File: src/rtl/dma_eot_pkg.sv
package dma_eot_pkg;
  typedef enum logic [1:0] {
    ST_IDLE   = 2'd0,
    ST_ACTIVE = 2'd1,
    ST_DONE   = 2'd2
  } xfer_state_t;

  localparam int CAUSE_W     = 4;
  localparam int CAUSE_EOT   = 0;
  localparam int CAUSE_CNT   = 1;
  localparam int CAUSE_SHORT = 2;
  localparam int CAUSE_DIS   = 3;
endpackage

File: src/rtl/dma_beat_qual.sv
module dma_beat_qual (
  input  logic active,
  input  logic ack_only,
  input  logic xfer_in,
  input  logic dack,
  input  logic rd_strobe,
  input  logic wr_strobe,
  output logic beat
);
  logic strobe_ok;

  always_comb begin
    if (ack_only) strobe_ok = 1'b1;
    else          strobe_ok = xfer_in ? wr_strobe : rd_strobe;
    beat = active & dack & strobe_ok;
  end
endmodule

File: src/rtl/dma_xfer_counter.sv
module dma_xfer_counter #(
  parameter int CNT_W = 16
) (
  input  logic             clk,
  input  logic             rst_n,
  input  logic             load,
  input  logic [CNT_W-1:0] load_val,
  input  logic             dec,
  output logic             last
);
  localparam logic [CNT_W-1:0] ONE = CNT_W'(1);

  logic [CNT_W-1:0] rem_q, rem_d;
  logic             rem_ce;

  always_comb begin
    rem_ce = load | (dec & (rem_q != '0));
    rem_d  = load ? load_val : (rem_q - ONE);
    last   = (rem_q[CNT_W-1:1] == '0);
  end

  always_ff @(posedge clk or negedge rst_n) begin
    if (!rst_n)      rem_q <= '0;
    else if (rem_ce) rem_q <= rem_d;
  end

  assert_cnt_hold_R3: assert property (@(posedge clk) disable iff (!rst_n)
    (!load && !dec) |=> $stable(rem_q));
endmodule

File: src/rtl/dma_end_detect.sv
module dma_end_detect
  import dma_eot_pkg::*;
#(
  parameter int SYNC_STAGES = 2
) (
  input  logic               clk,
  input  logic               rst_n,
  input  logic               active,
  input  logic               xfer_in,
  input  logic               dma_en,
  input  logic               cnt_hit,
  input  logic               short_en,
  input  logic               short_pkt,
  input  logic               ext_eot,
  output logic [CAUSE_W-1:0] cause_vec,
  output logic               term
);
  logic [SYNC_STAGES-1:0] sync_q, sync_d;

  for (genvar g = 0; g < SYNC_STAGES; g++) begin : g_sync
    if (g == 0) begin : g_first
      assign sync_d[g] = ext_eot;
    end else begin : g_next
      assign sync_d[g] = sync_q[g-1];
    end
  end

  always_ff @(posedge clk or negedge rst_n) begin
    if (!rst_n) sync_q <= '0;
    else        sync_q <= sync_d;
  end

  always_comb begin
    cause_vec              = '0;
    cause_vec[CAUSE_EOT]   = active & sync_q[SYNC_STAGES-1];
    cause_vec[CAUSE_CNT]   = active & cnt_hit;
    cause_vec[CAUSE_SHORT] = active & short_en & short_pkt & ~xfer_in;
    cause_vec[CAUSE_DIS]   = active & ~dma_en;
    term                   = |cause_vec;
  end

  assert_term_only_active_R2: assert property (@(posedge clk) disable iff (!rst_n)
    !active |-> !term);
endmodule

File: src/rtl/dma_eot_ctrl.sv
module dma_eot_ctrl
  import dma_eot_pkg::*;
#(
  parameter int CNT_W       = 16,
  parameter int SYNC_STAGES = 2
) (
  input  logic               clk,
  input  logic               rst_n,
  input  logic               dma_en,
  input  logic               dir_in,
  input  logic               cnt_en,
  input  logic               short_en,
  input  logic               ack_only,
  input  logic               dbuf_en,
  input  logic [CNT_W-1:0]   xfer_count,
  input  logic               dack,
  input  logic               rd_strobe,
  input  logic               wr_strobe,
  input  logic               ext_eot,
  input  logic               short_pkt,
  input  logic               pkt_full,
  output logic               dreq,
  output logic               beat,
  output logic               done,
  output logic               flush,
  output logic               commit,
  output logic               evt_buf,
  output logic               buf_sel,
  output logic [CAUSE_W-1:0] cause
);
  xfer_state_t        state_q, state_d;
  logic               dir_q, dir_d;
  logic [CAUSE_W-1:0] cause_q, cause_d, cause_vec;
  logic               done_q, flush_q, commit_q, evt_q, buf_q;
  logic               done_d, flush_d, commit_d, evt_d, buf_d;
  logic               start, active, term, last, cnt_hit, buf_ce, cause_ce;

  assign active  = (state_q == ST_ACTIVE);
  assign start   = (state_q == ST_IDLE) & dma_en;
  assign cnt_hit = cnt_en & beat & last;

  dma_beat_qual u_qual (
    .active    (active),
    .ack_only  (ack_only),
    .xfer_in   (dir_q),
    .dack      (dack),
    .rd_strobe (rd_strobe),
    .wr_strobe (wr_strobe),
    .beat      (beat)
  );

  dma_xfer_counter #(.CNT_W(CNT_W)) u_cnt (
    .clk      (clk),
    .rst_n    (rst_n),
    .load     (start),
    .load_val (xfer_count),
    .dec      (beat),
    .last     (last)
  );

  dma_end_detect #(.SYNC_STAGES(SYNC_STAGES)) u_det (
    .clk       (clk),
    .rst_n     (rst_n),
    .active    (active),
    .xfer_in   (dir_q),
    .dma_en    (dma_en),
    .cnt_hit   (cnt_hit),
    .short_en  (short_en),
    .short_pkt (short_pkt),
    .ext_eot   (ext_eot),
    .cause_vec (cause_vec),
    .term      (term)
  );

  always_comb begin
    state_d = state_q;
    case (state_q)
      ST_IDLE:   if (dma_en) state_d = ST_ACTIVE;
      ST_ACTIVE: if (term)   state_d = ST_DONE;
      ST_DONE:   if (!dma_en) state_d = ST_IDLE;
      default:   state_d = ST_IDLE;
    endcase
  end

  always_comb begin
    dir_d    = start ? dir_in : dir_q;
    cause_ce = start | term;
    cause_d  = start ? '0 : (cause_q | cause_vec);
    done_d   = term;
    flush_d  = term & ~dir_q & cause_vec[CAUSE_EOT];
    commit_d = term & dir_q;
    evt_d    = term ? buf_q : 1'b0;
    buf_ce   = ~dbuf_en | commit_q | pkt_full;
    buf_d    = dbuf_en ? ~buf_q : 1'b0;
  end

  always_ff @(posedge clk or negedge rst_n) begin
    if (!rst_n) begin
      state_q  <= ST_IDLE;
      dir_q    <= 1'b0;
      cause_q  <= '0;
      done_q   <= 1'b0;
      flush_q  <= 1'b0;
      commit_q <= 1'b0;
      evt_q    <= 1'b0;
      buf_q    <= 1'b0;
    end else begin
      state_q  <= state_d;
      dir_q    <= dir_d;
      done_q   <= done_d;
      flush_q  <= flush_d;
      commit_q <= commit_d;
      evt_q    <= evt_d;
      if (cause_ce) cause_q <= cause_d;
      if (buf_ce)   buf_q   <= buf_d;
    end
  end

  assign dreq    = active;
  assign done    = done_q;
  assign flush   = flush_q;
  assign commit  = commit_q;
  assign evt_buf = evt_q;
  assign buf_sel = buf_q;
  assign cause   = cause_q;

  assert_dreq_drop_R1: assert property (@(posedge clk) disable iff (!rst_n)
    term |=> !dreq);
  assert_dreq_needs_en_R1: assert property (@(posedge clk) disable iff (!rst_n)
    $rose(dreq) |-> $past(dma_en));
  assert_single_done_R9: assert property (@(posedge clk) disable iff (!rst_n)
    done |=> !done);
  assert_done_has_cause_R9: assert property (@(posedge clk) disable iff (!rst_n)
    done |-> (cause != '0));
  assert_flush_not_commit_R6: assert property (@(posedge clk) disable iff (!rst_n)
    flush |-> !commit);
  assert_flush_keeps_buf_R6: assert property (@(posedge clk) disable iff (!rst_n)
    (flush && !pkt_full && dbuf_en) |=> $stable(buf_sel));
  assert_buf_moves_R10: assert property (@(posedge clk) disable iff (!rst_n)
    !$stable(buf_sel) |-> $past(commit | pkt_full | !dbuf_en));
  assert_beat_in_xfer_R8: assert property (@(posedge clk) disable iff (!rst_n)
    beat |-> (dreq && dack));
endmodule

File: config.mk
export PLATFORM = sky130hd
export DESIGN_NAME = dma_eot_ctrl
export DESIGN_NICKNAME = d
export VERILOG_FILES = /design/src/rtl/dma_eot_pkg.sv /design/src/rtl/dma_beat_qual.sv /design/src/rtl/dma_xfer_counter.sv /design/src/rtl/dma_end_detect.sv /design/src/rtl/dma_eot_ctrl.sv
export SDC_FILE = /design/constraint.sdc
export NUM_CORES = 1
export LEC_CHECK = 0
export BUFFER_PORTS_ARGS = -buffer_cell sky130_fd_sc_hd__buf_2
export CELL_PAD_IN_SITES_DETAIL_PLACEMENT = 1
export CELL_PAD_IN_SITES_GLOBAL_PLACEMENT = 2
export CORE_ASPECT_RATIO = 1.1
export CORE_MARGIN = 4
export CORE_UTILIZATION = 34
export DETAILED_ROUTE_END_ITERATION = 16
export PLACE_DENSITY = 0.93
export SLEW_MARGIN = 20
export SYNTH_ARGS = -nofsm -noshare
export SYNTH_HDL_FRONTEND = slang
export SYNTH_HIERARCHICAL = 1
export SYNTH_SLANG_ARGS = --single-unit
File: constraint.sdc
create_clock -name clk -period 5.3 [get_ports clk]
set_input_delay 0.53 -clock clk [delete_from_list [all_inputs] [get_ports clk]]
set_output_delay 0.53 -clock clk [all_outputs]
set_load 0.01 [all_outputs]
==> run_results.csv, run 1 <==
group,metric,value,unit
grt,use_met3,0.04881,
drt,routed_via_density,5.593,
floorplanning,dieArea,0.005944,mm²
grt,grt_pass1_vias,1457,
drt,wl_per_cell,16.19,µm
worst_hold_path,hold_path_class,"in -> async",
timing,hold_viol,0,
finish,nFillCells,578,
finish,diodes,0,
clock_tree,ctsResizeCount,0,
grt,antenna_found_initial,0,
setup_path,cp.required,5470,ps
synth,yosysWarnings,6,
drt,vias,1499,
grt,grt_overflow,0,
synth,synth_cell_types,53,
clock_tree,cts_setup_buffers,0,
clock_tree,cts_tree,"done",
floorplanning,core_area,0.004619,mm²
drt,drcViolationCount,0,
pwr,ir_worst_vdd,0.0001767,V
synth,syn_inst,168,
synth,yosys-top-cells-area,"dfrtp_1, nor2_1, or4_1, a21oi_1, o21ai_0",
grt,grtUsageMet2,0.2642,
timing,max_slew.worst_pin.slew,689.3,ps
synth,synth-edff-count,0,
setup_path,crit_fanout,7,
floorplanning,die_h,80.46,µm
synth,syn-num-nets,199,
drt,first_pass_iters,4,
place,pre_cts_slack,2708,ps
outcome,status,"finished clean",
synth,yosys.area.top_type_share,0.4626,
clock_tree,cts_inserted_buffers,5,
grt,busiest_layer,"met2",
finish,layout_commonest_cell,"buf_2",
clock_tree,insertion_delay,290,ps
clock_tree,cts_sinks,30,
finish,multi_input_area,815.8,µm²
floorplanning,die_w,73.87,µm
place,numPortBuffers,40,
place,place_congestion,0.7666,
finish,final_cell_mix,"buf_2, dfrtp_1, nor2_1, a21oi_1, nand2_1",
finish,layout-drive-gt1-share,0.2830,
clock_tree,clockBufferDepth,2,
timing,setup_violations,0,
clock_tree,postCtsHoldBufs,0,
finish,final_util,0.4301,
pwr,total_power,1015,µW
grt,grt_util_met1,0.1811,
floorplanning,num_io_pins,41,
clock_tree,cts_root_buffer,"clkbuf_8",
setup_path,reg2reg_from,"state_q[0]",
setup_path,r2r_cells,6,
timing,fin_skew,6.769,ps
synth,synth_ff_type,"dfrtp_1",
setup_path,cp_data_arrival_time,2730,ps
timing,max_slew_margin,0.5405,
synth,netlist_area,0.001623,mm²
synth,avgSynthCellArea,9.660,µm²
floorplanning,start_util,0.3513,
timing,setup_ws,2734,ps
setup_path,start_kind,"register",
setup_path,end_kind,"register",
job,drv_cap,0,
pwr,power.leakage,0.0008978,µW
finish,seqCellArea,750.7,µm²
clock_tree,h-tree-depth,2,
synth,synth.ff_latch_count,30,
synth,synth_top_cell_by_area,"dfrtp_1",
timing,min_period,2566,ps
setup_path,ff2ff_setup_slack,2730,ps
setup_path,worstSetupPathType,"reg -> reg",
grt,grt_pass1_wl,7010,µm
clock_tree,cts.clk_slew.worst_paths,70,ps
grt,grt_max_degree,31,
timing,fin_setup_tns,0,ps
drt,drt_iter0_drc,47,
timing,rsz0062_at_grt,"no",
place,place_hpwl,3205,µm
floorplanning,num_rows,26,
pwr,powerDensity,511.0,mW/mm²
synth,synth_async_sr_flop_share,1.000,
setup_path,r2r-end,"u_cnt/rem_q[15]",
synth,ys_seq_area_frac,0.4626,
drt,ant_nets,0,
timing,finalCritPeriodShare,0.4841,
drt,postRouteWirelength,4339,µm
finish,fin_nets,242,
timing,slew_violations,0,
grt,grt_use_total,0.1542,
timing,clock.fmax,389.8,MHz
finish,area_growth,22.44,%
[cell type report]
type | instances | area share
inverter | 7 | 0.01322
tap | 56 | 0.03526
timing repair buffer | 42 | 0.1083
multi-input combinational | 125 | 0.4106
clock inverter | 3 | 0.02015
clock buffer | 5 | 0.03463
sequential | 30 | 0.3778
[routing by layer]
| layer | vias to the layer above | wire (µm) |
|---|---|---|
| li1 | 716 | - |
| met1 | 732 | 1876 |
| met2 | 43 | 2105 |
| met3 | 8 | 307 |
| met4 | 0 | 50 |
| met5 | - | 0 |
[worst max path at each step]
| stage | start | end | slack, ps | cells past startpoint |
|---|---|---|---|---|
| 4_1_cts | state_q[0] | u_cnt/rem_q[15] | 2690 | 6 |
| 3_3_place_gp | wr_strobe | state_q[0] | 2810 | 7 |
| 2_1_floorplan | state_q[0] | u_cnt/rem_q[15] | 2880 | 6 |
| 6_report | state_q[0] | u_cnt/rem_q[15] | 2730 | 6 |
| 5_1_grt | state_q[0] | u_cnt/rem_q[15] | 2550 | 6 |
| 3_5_place_dp | state_q[0] | u_cnt/rem_q[15] | 2710 | 6 |
[critical path, cell delays in order (launching register included)]
cell and delay (ps):
dfrtp_1 430, nor2b_1 390, o211a_1 290, or3b_2 500, nor4_2 410, a21oi_1 130
o31a_1 280
[cells in the mapped netlist (2+ instances only)]
cell type	instances
dfrtp_1	30
nor2_1	19
a21oi_1	10
nand2_1	9
inv_1	7
o21ai_0	7
or4_1	7
a31oi_1	5
clkbuf_1	5
nor3_1	5
and3_1	4
nand3_1	4
and2_1	3
nand2b_1	3
nor4_1	3
o31a_1	3
or3_1	3
a2bb2oi_1	2
and2_2	2
mux2i_1	2
nand4_1	2
nor2b_1	2
[where the power goes]
part / internal [µW] / switching [µW] / leakage (µW) / total [µW]
registers: 321 / 110 / 0.000364 / 430
clock network: 138 / 89.8 / 0.0000579 / 228
logic: 164 / 193 / 0.000476 / 357
total: 622 / 393 / 0.000898 / 1020
[state kept, by name, indices dropped and copies added (netlist names)]
name          flops
cause             4
evt_buf           1
dir_q             1
done              1
u_cnt/rem_q      16
buf_sel           1
state_q           2
u_det/sync_q      2
commit            1
flush             1
[per-stage QoR]
stage	cells	cell area, µm²	hold WS (ps)
detailed placement	260	1878	340.3
finish	268	1987	281.8
CTS	268	1987	305.3
global placement	260	1878	332.1
global route	268	1987	344.8
floorplan	168	1623	234.4
[cell families (layout without fill, tap and decap cells)]
group           count (synthesis)  count (layout)  synth area share
buf+inv                        13              57           0.03470
simple gates                   78              78            0.2876
compound gates                 42              42            0.1789
mux                             4               4           0.02852
fa+ha+maj                       1               1          0.007709
flops                          30              30            0.4626
Power figures use the tool's default switching activity.
==> run 2, diff against run 1 <==
--- a/config.mk
+++ b/config.mk
@@ -10,9 +10,9 @@
 export CELL_PAD_IN_SITES_GLOBAL_PLACEMENT = 2
 export CORE_ASPECT_RATIO = 1.1
 export CORE_MARGIN = 4
-export CORE_UTILIZATION = 34
+export CORE_UTILIZATION = 32
 export DETAILED_ROUTE_END_ITERATION = 16
-export PLACE_DENSITY = 0.93
+export PLACE_DENSITY = 0.89
 export SLEW_MARGIN = 20
 export SYNTH_ARGS = -nofsm -noshare
 export SYNTH_HDL_FRONTEND = slang
==> constraint.sdc (replaced) <==
create_clock -name clk -period 2.6 [get_ports clk]
set_input_delay 0.26 -clock clk [delete_from_list [all_inputs] [get_ports clk]]
set_output_delay 0.26 -clock clk [all_outputs]
set_load 0.01 [all_outputs]
==> run_results.csv, run 2 (synthesized netlist as in run 1, its figures left out) <==
group,metric,value,unit
outcome,status,"finished clean",
timing,fin_setup_tns,0,ps
floorplanning,die_h,82.69,µm
drt,drt_iter0_drc,71,
floorplanning,num_io_pins,41,
pwr,p_seq_frac,0.422,
grt,grt_max_degree,31,
timing,slew_violations,0,
floorplanning,core_area,0.004782,mm²
drt,vias,1499,
timing,min_period,2246,ps
clock_tree,cts.clk_slew.worst_paths,70,ps
finish,final_cell_mix,"buf_2, dfrtp_1, nor2_1, a21oi_1, nand2_1",
pwr,ir_worst_vdd,0.0003823,V
clock_tree,cts_root_buffer,"clkbuf_8",
clock_tree,h-tree-depth,2,
setup_path,cp_data_arrival_time,2420,ps
place,place_area,0.001923,mm²
timing,hold_viol,0,
place,place_congestion,0.8167,
setup_path,crit_fanout,6,
floorplanning,dieArea,0.006276,mm²
grt,grt_pass1_vias,1656,
timing,holdWs,20.25,ps
setup_path,worstSetupPathType,"reg -> reg",
finish,layout_commonest_cell,"buf_2",
finish,regMostFlops,"u_cnt/rem_q",
clock_tree,insertion_delay,280,ps
pwr,swShare,0.3946,
grt,grt_pass1_wl,7866,µm
setup_path,critPathSlowestCell,"or3b_2",
setup_path,critical-path-max-stage-delay,500,ps
clock_tree,cts_sinks,30,
floorplanning,num_rows,26,
drt,ant_nets,0,
worst_hold_path,hold_path_class,"in -> async",
drt,routed_via_density,5.471,
timing,rsz0062_at_grt,"no",
floorplanning,die_w,75.90,µm
finish,layout-drive-gt1-share,0.3028,
pwr,pwr-share-comb,0.384,
pwr,intPower,1237,µW
place,numPortBuffers,40,
timing,fin_skew,3.237,ps
setup_path,crit_family,"simple AND/OR/NAND/NOR gates",
pwr,powerDensity,1012,mW/mm²
clock_tree,postCtsHoldBufs,0,
finish,area_growth,24.36,%
finish,nFillCells,557,
pwr,p_sw,806.2,µW
timing,setup_violations,0,
setup_path,worst-path-buf-inv,1,
timing,max_slew_margin,0.5357,
setup_path,cp.required,2770,ps
grt,grt_use_total,0.1562,
setup_path,end_kind,"register",
setup_path,start_kind,"register",
grt,grt_overflow,0,
finish,largest_register_ffs,16,
finish,fin_nets,248,
setup_path,path_cells,"nor2b_1 > o211a_1 > or3b_2 > nor4_2 > buf_4 > a21oi_1 > o31a_1",
clock_tree,cts_setup_buffers,0,
place,place_hpwl,3249,µm
clock_tree,cts_inserted_buffers,5,
timing,clock.fmax,445.3,MHz
drt,postRouteWirelength,4422,µm
grt,antenna_found_initial,0,
clock_tree,clockBufferDepth,2,
timing,finalCritPeriodShare,0.8638,
pwr,total_power,2043,µW
pwr,clkPwrFrac,0.193,
drt,wl_per_cell,16.14,µm
job,drv_cap,0,
clock_tree,ctsResizeCount,0,
finish,design_area,0.002018,mm²
finish,diodes,0,
pwr,power.leakage,0.0009181,µW
timing,max_slew.worst_pin.slew,696.4,ps
floorplanning,start_util,0.3394,
drt,first_pass_iters,4,
drt,drcViolationCount,0,
clock_tree,cts_tree,"done",
[run 2: changes by cell type in the layout (fill, tap and decap cells not counted), sizes merged]
cell / previous run / this run
buf: 42 / 48
clkbuf: 5 / 7
clkinv: 2 / 1
bufinv: 1 / 0
[run 2: cell type report]
| type | count | area, µm² | area share |
|---|---|---|---|
| clock inverters | 1 | 5.005 | 0.002480 |
| multi-input cells | 125 | 819.5 | 0.4061 |
| clock buffers | 7 | 86.33 | 0.04278 |
| flip-flops and latches | 30 | 750.7 | 0.3720 |
| inverters | 7 | 26.28 | 0.01302 |
| repair buffers | 48 | 260.3 | 0.1290 |
| well taps | 56 | 70.07 | 0.03472 |
[run 2: metrics by stage]
step                worst slack [ps]  std cells    util
detailed placement             232.5        266  0.4021
global route                   168.4        274  0.4220
CTS                            222.3        274  0.4212
finish                         354.1        274  0.4220
global placement               276.5        266  0.4021
floorplan                      178.4        168       -
[run 2: final timing paths]
path	start	to	slack, ps	cells past startpoint
worst max-delay path	state_q[0]	u_cnt/rem_q[15]	350	7
worst min-delay path	rst_n	u_cnt/rem_q[15]	20	1
worst max register to register	state_q[0]	u_cnt/rem_q[15]	350	7
worst min register to register	u_det/sync_q[0]	u_det/sync_q[1]	360	0
max in group asynchronous	rst_n	u_cnt/rem_q[10]	2140	1
min in group clk	ext_eot	u_det/sync_q[0]	80	1
[run 2: power by group through the flow]
| stage | clock (µW) | sequential, µW | combinational (µW) |
|---|---|---|---|
| 2_1_floorplan | 0 | 833 | 532 |
| 3_3_place_gp | 0 | 853 | 766 |
| 3_5_place_dp | 0 | 869 | 786 |
| 4_1_cts | 411 | 863 | 790 |
| 5_1_grt | 437 | 903 | 899 |
| 6_report | 395 | 863 | 785 |
[run 2: metal layers]
layer	vias to the layer above	global-route usage	share of wire
li1	729	-	-
met1	710	0.1804	0.44
met2	50	0.2731	0.48
met3	10	0.05206	0.064
met4	0	0.05338	0.021
met5	-	0	0
==> run 3, diff against run 2 <==
--- a/config.mk
+++ b/config.mk
@@ -5,14 +5,16 @@
 export SDC_FILE = /design/constraint.sdc
 export NUM_CORES = 1
 export LEC_CHECK = 0
+export ABC_AREA = 1
 export BUFFER_PORTS_ARGS = -buffer_cell sky130_fd_sc_hd__buf_2
 export CELL_PAD_IN_SITES_DETAIL_PLACEMENT = 1
 export CELL_PAD_IN_SITES_GLOBAL_PLACEMENT = 2
 export CORE_ASPECT_RATIO = 1.1
 export CORE_MARGIN = 4
-export CORE_UTILIZATION = 32
+export CORE_UTILIZATION = 29
 export DETAILED_ROUTE_END_ITERATION = 16
-export PLACE_DENSITY = 0.89
+export PLACE_DENSITY = 0.88
+export RECOVER_POWER = 100
 export SLEW_MARGIN = 20
 export SYNTH_ARGS = -nofsm -noshare
 export SYNTH_HDL_FRONTEND = slang
==> run_results.csv, run 3 <==
group,metric,value,unit
outcome,status,"complete, but fails checks",
outcome,violations,"max-capacitance violations, max-slew violations",
floorplanning,num_rows,30,
floorplanning,die_h,91.27,µm
drt,first_pass_iters,4,
setup_path,path_cells,"inv_1 > ha_1 > nand2_1 > nor2_4 > nand2_2 > nand2_1 > nand2_1 > nor2_1 > a21oi_1",
pwr,power.leakage,0.001194,µW
grt,grtUsageMet2,0.2586,
timing,max_slew_margin,-0.1457,
grt,grt_pass1_wl,8928,µm
setup_path,start_kind,"register",
grt,grt_use_total,0.1447,
setup_path,crit_fanout,13,
floorplanning,start_util,0.2970,
timing,hold_viol,0,
timing,clock.fmax,449.6,MHz
pwr,total_power,2317,µW
finish,largest_register_ffs,16,
grt,busiest_layer,"met2",
synth,syn_inst,259,
place,pre_cts_slack,526.7,ps
synth,synth_ff_type,"dfrtp_1",
pwr,ir_worst_vdd,0.0003624,V
setup_path,crit_family,"simple AND/OR/NAND/NOR gates",
finish,stdcell_count,384,
synth,syn-num-nets,290,
synth,synth-edff-count,0,
worst_hold_path,hold_path_class,"in -> reg",
clock_tree,cts.clk_slew.worst_paths,70,ps
synth,synth_cell_types,30,
setup_path,crit_path_frequent_cell,"nand2_1",
synth,netlist_area,0.001828,mm²
setup_path,worst-path-buf-inv,1,
setup_path,cp_data_arrival_time,2390,ps
grt,grt_util_met1,0.1723,
finish,fin_nets,334,
grt,grt_pass1_vias,1846,
clock_tree,cts_sinks,30,
synth,yosysWarnings,6,
drt,ant_nets,0,
floorplanning,dieArea,0.007639,mm²
job,drv_cap,1,
synth,ys_seq_area_frac,0.4107,
synth,avgSynthCellArea,7.058,µm²
drt,wl_per_cell,13.07,µm
synth,yosys.area.top_type_share,0.4107,
clock_tree,h-tree-depth,2,
place,place_congestion,0.7764,
setup_path,end_kind,"register",
clock_tree,ctsResizeCount,0,
drt,postRouteWirelength,5018,µm
grt,grt_max_degree,31,
clock_tree,cts_root_buffer,"clkbuf_8",
clock_tree,clockBufferDepth,2,
finish,regMostFlops,"u_cnt/rem_q",
synth,yosysMostFrequentCell,"nand2_1",
timing,fin_setup_tns,0,ps
grt,use_met3,0.02813,
timing,finalCritPeriodShare,0.8555,
finish,diodes,0,
floorplanning,die_w,83.70,µm
drt,vias,1737,
grt,grt_overflow,0,
timing,setup_ws,375.7,ps
place,dp_cells,376,
setup_path,worstSetupPathType,"reg -> reg",
drt,routed_via_density,4.523,
timing,max_slew.worst_pin.slew,1719,ps
clock_tree,cts_inserted_buffers,5,
setup_path,critPathSlowestCell,"nand2_1",
synth,yosys-top-cells-area,"dfrtp_1, nand2_1, nand3_1, inv_1, nor2_1",
setup_path,critical-path-max-stage-delay,420,ps
drt,drt_iter0_drc,63,
synth,synth_commonest_cells,"nand2_1, inv_1, nor2_1",
clock_tree,postCtsHoldBufs,0,
setup_path,cp.required,2760,ps
finish,nFillCells,823,
finish,layout_commonest_cell,"nand2_1",
timing,fin_skew,9.188,ps
clock_tree,cts_tree,"done",
clock_tree,insertion_delay,290,ps
timing,rsz0062_at_grt,"no",
clock_tree,cts_setup_buffers,0,
synth,synth_async_sr_flop_share,1.000,
finish,layout-drive-gt1-share,0.1711,
place,numPortBuffers,40,
drt,drcViolationCount,0,
timing,slew_violations,31,
pwr,powerDensity,1075,mW/mm²
place,place_hpwl,3762,µm
synth,synth_top_cell_by_area,"dfrtp_1",
timing,setup_violations,0,
finish,final_cell_mix,"nand2_1, inv_1, nor2_1, nand3_1, dfrtp_1",
synth,synth.ff_latch_count,30,
floorplanning,core_area,0.006156,mm²
floorplanning,num_io_pins,41,
timing,min_period,2224,ps
finish,area_growth,17.86,%
grt,antenna_found_initial,0,
## run 3: cell count changes after synthesis, sizes merged, moves of 5 or more
cell   previous run  this run
nand3             4        36
or4               8         0
a21oi            10         2
nor2             19        38
inv               7        38
a31oi             5         0
nor3              5         0
nand2             9        87
## run 3: worst register-to-register path: stages (launching register included)
cell and delay, ps:
dfrtp_1 400, inv_1 130, ha_1 210, nand2_1 150, nor2_4 160, nand2_2 80
nand2_1 420, nand2_1 330, nor2_1 170, a21oi_1 50
## run 3: worst paths after layout
path	start	to	slack (ps)	depth (start not counted)
worst min register to register	u_det/sync_q[0]	u_det/sync_q[1]	360	0
worst max register to register	u_cnt/rem_q[0]	u_cnt/rem_q[4]	380	9
min in group asynchronous	rst_n	evt_buf	410	1
worst min-delay path	ext_eot	u_det/sync_q[0]	70	1
worst max-delay path	u_cnt/rem_q[0]	u_cnt/rem_q[4]	380	9
max in group asynchronous	rst_n	u_cnt/rem_q[5]	1190	1
## run 3: stage by stage
step	hold WS [ps]	utilization	instance area, µm²
after floorplan	-35.59	-	1828
after global placement	336.8	0.3411	2100
after detailed placement	337.2	0.3411	2100
after CTS	49.71	0.3565	2195
after global routing	56.40	0.3500	2155
final	65.83	0.3500	2155
## run 3: kinds of logic (layout without fill, tap and decap cells)
logic type,after synthesis,after routing,share of synthesized area
DFF,30,30,0.4107
AOI/OAI and AO/OA,15,15,0.04860
adders and majority gates,1,1,0.006844
and+or+nand+nor,167,167,0.4175
buffers and inverters,43,88,0.1020
xor gates and xnor gates,3,3,0.01438
## run 3: area by class of cell
cell class | count | area [µm²] | share of cell area
multi-input cells | 186 | 865.8 | 0.4019
flip-flops and latches | 30 | 750.7 | 0.3484
repair buffers | 42 | 200.2 | 0.09292
inverters | 38 | 142.6 | 0.06620
well taps | 80 | 100.1 | 0.04646
clock buffers | 6 | 82.58 | 0.03833
clock inverters | 2 | 12.51 | 0.005807
## run 3: report_power, final
group	switching (µW)	internal, µW
logic	705	370
registers	176	651
clock network	201	213
## run 3: metal layers
layer  vias to the layer above  wire length, µm  share of wire
met5                         -                0              0
met4                         0               78          0.016
met3                         6              137          0.027
met2                        21             2585           0.52
met1                       825             2216           0.44
li1                        885                -              -
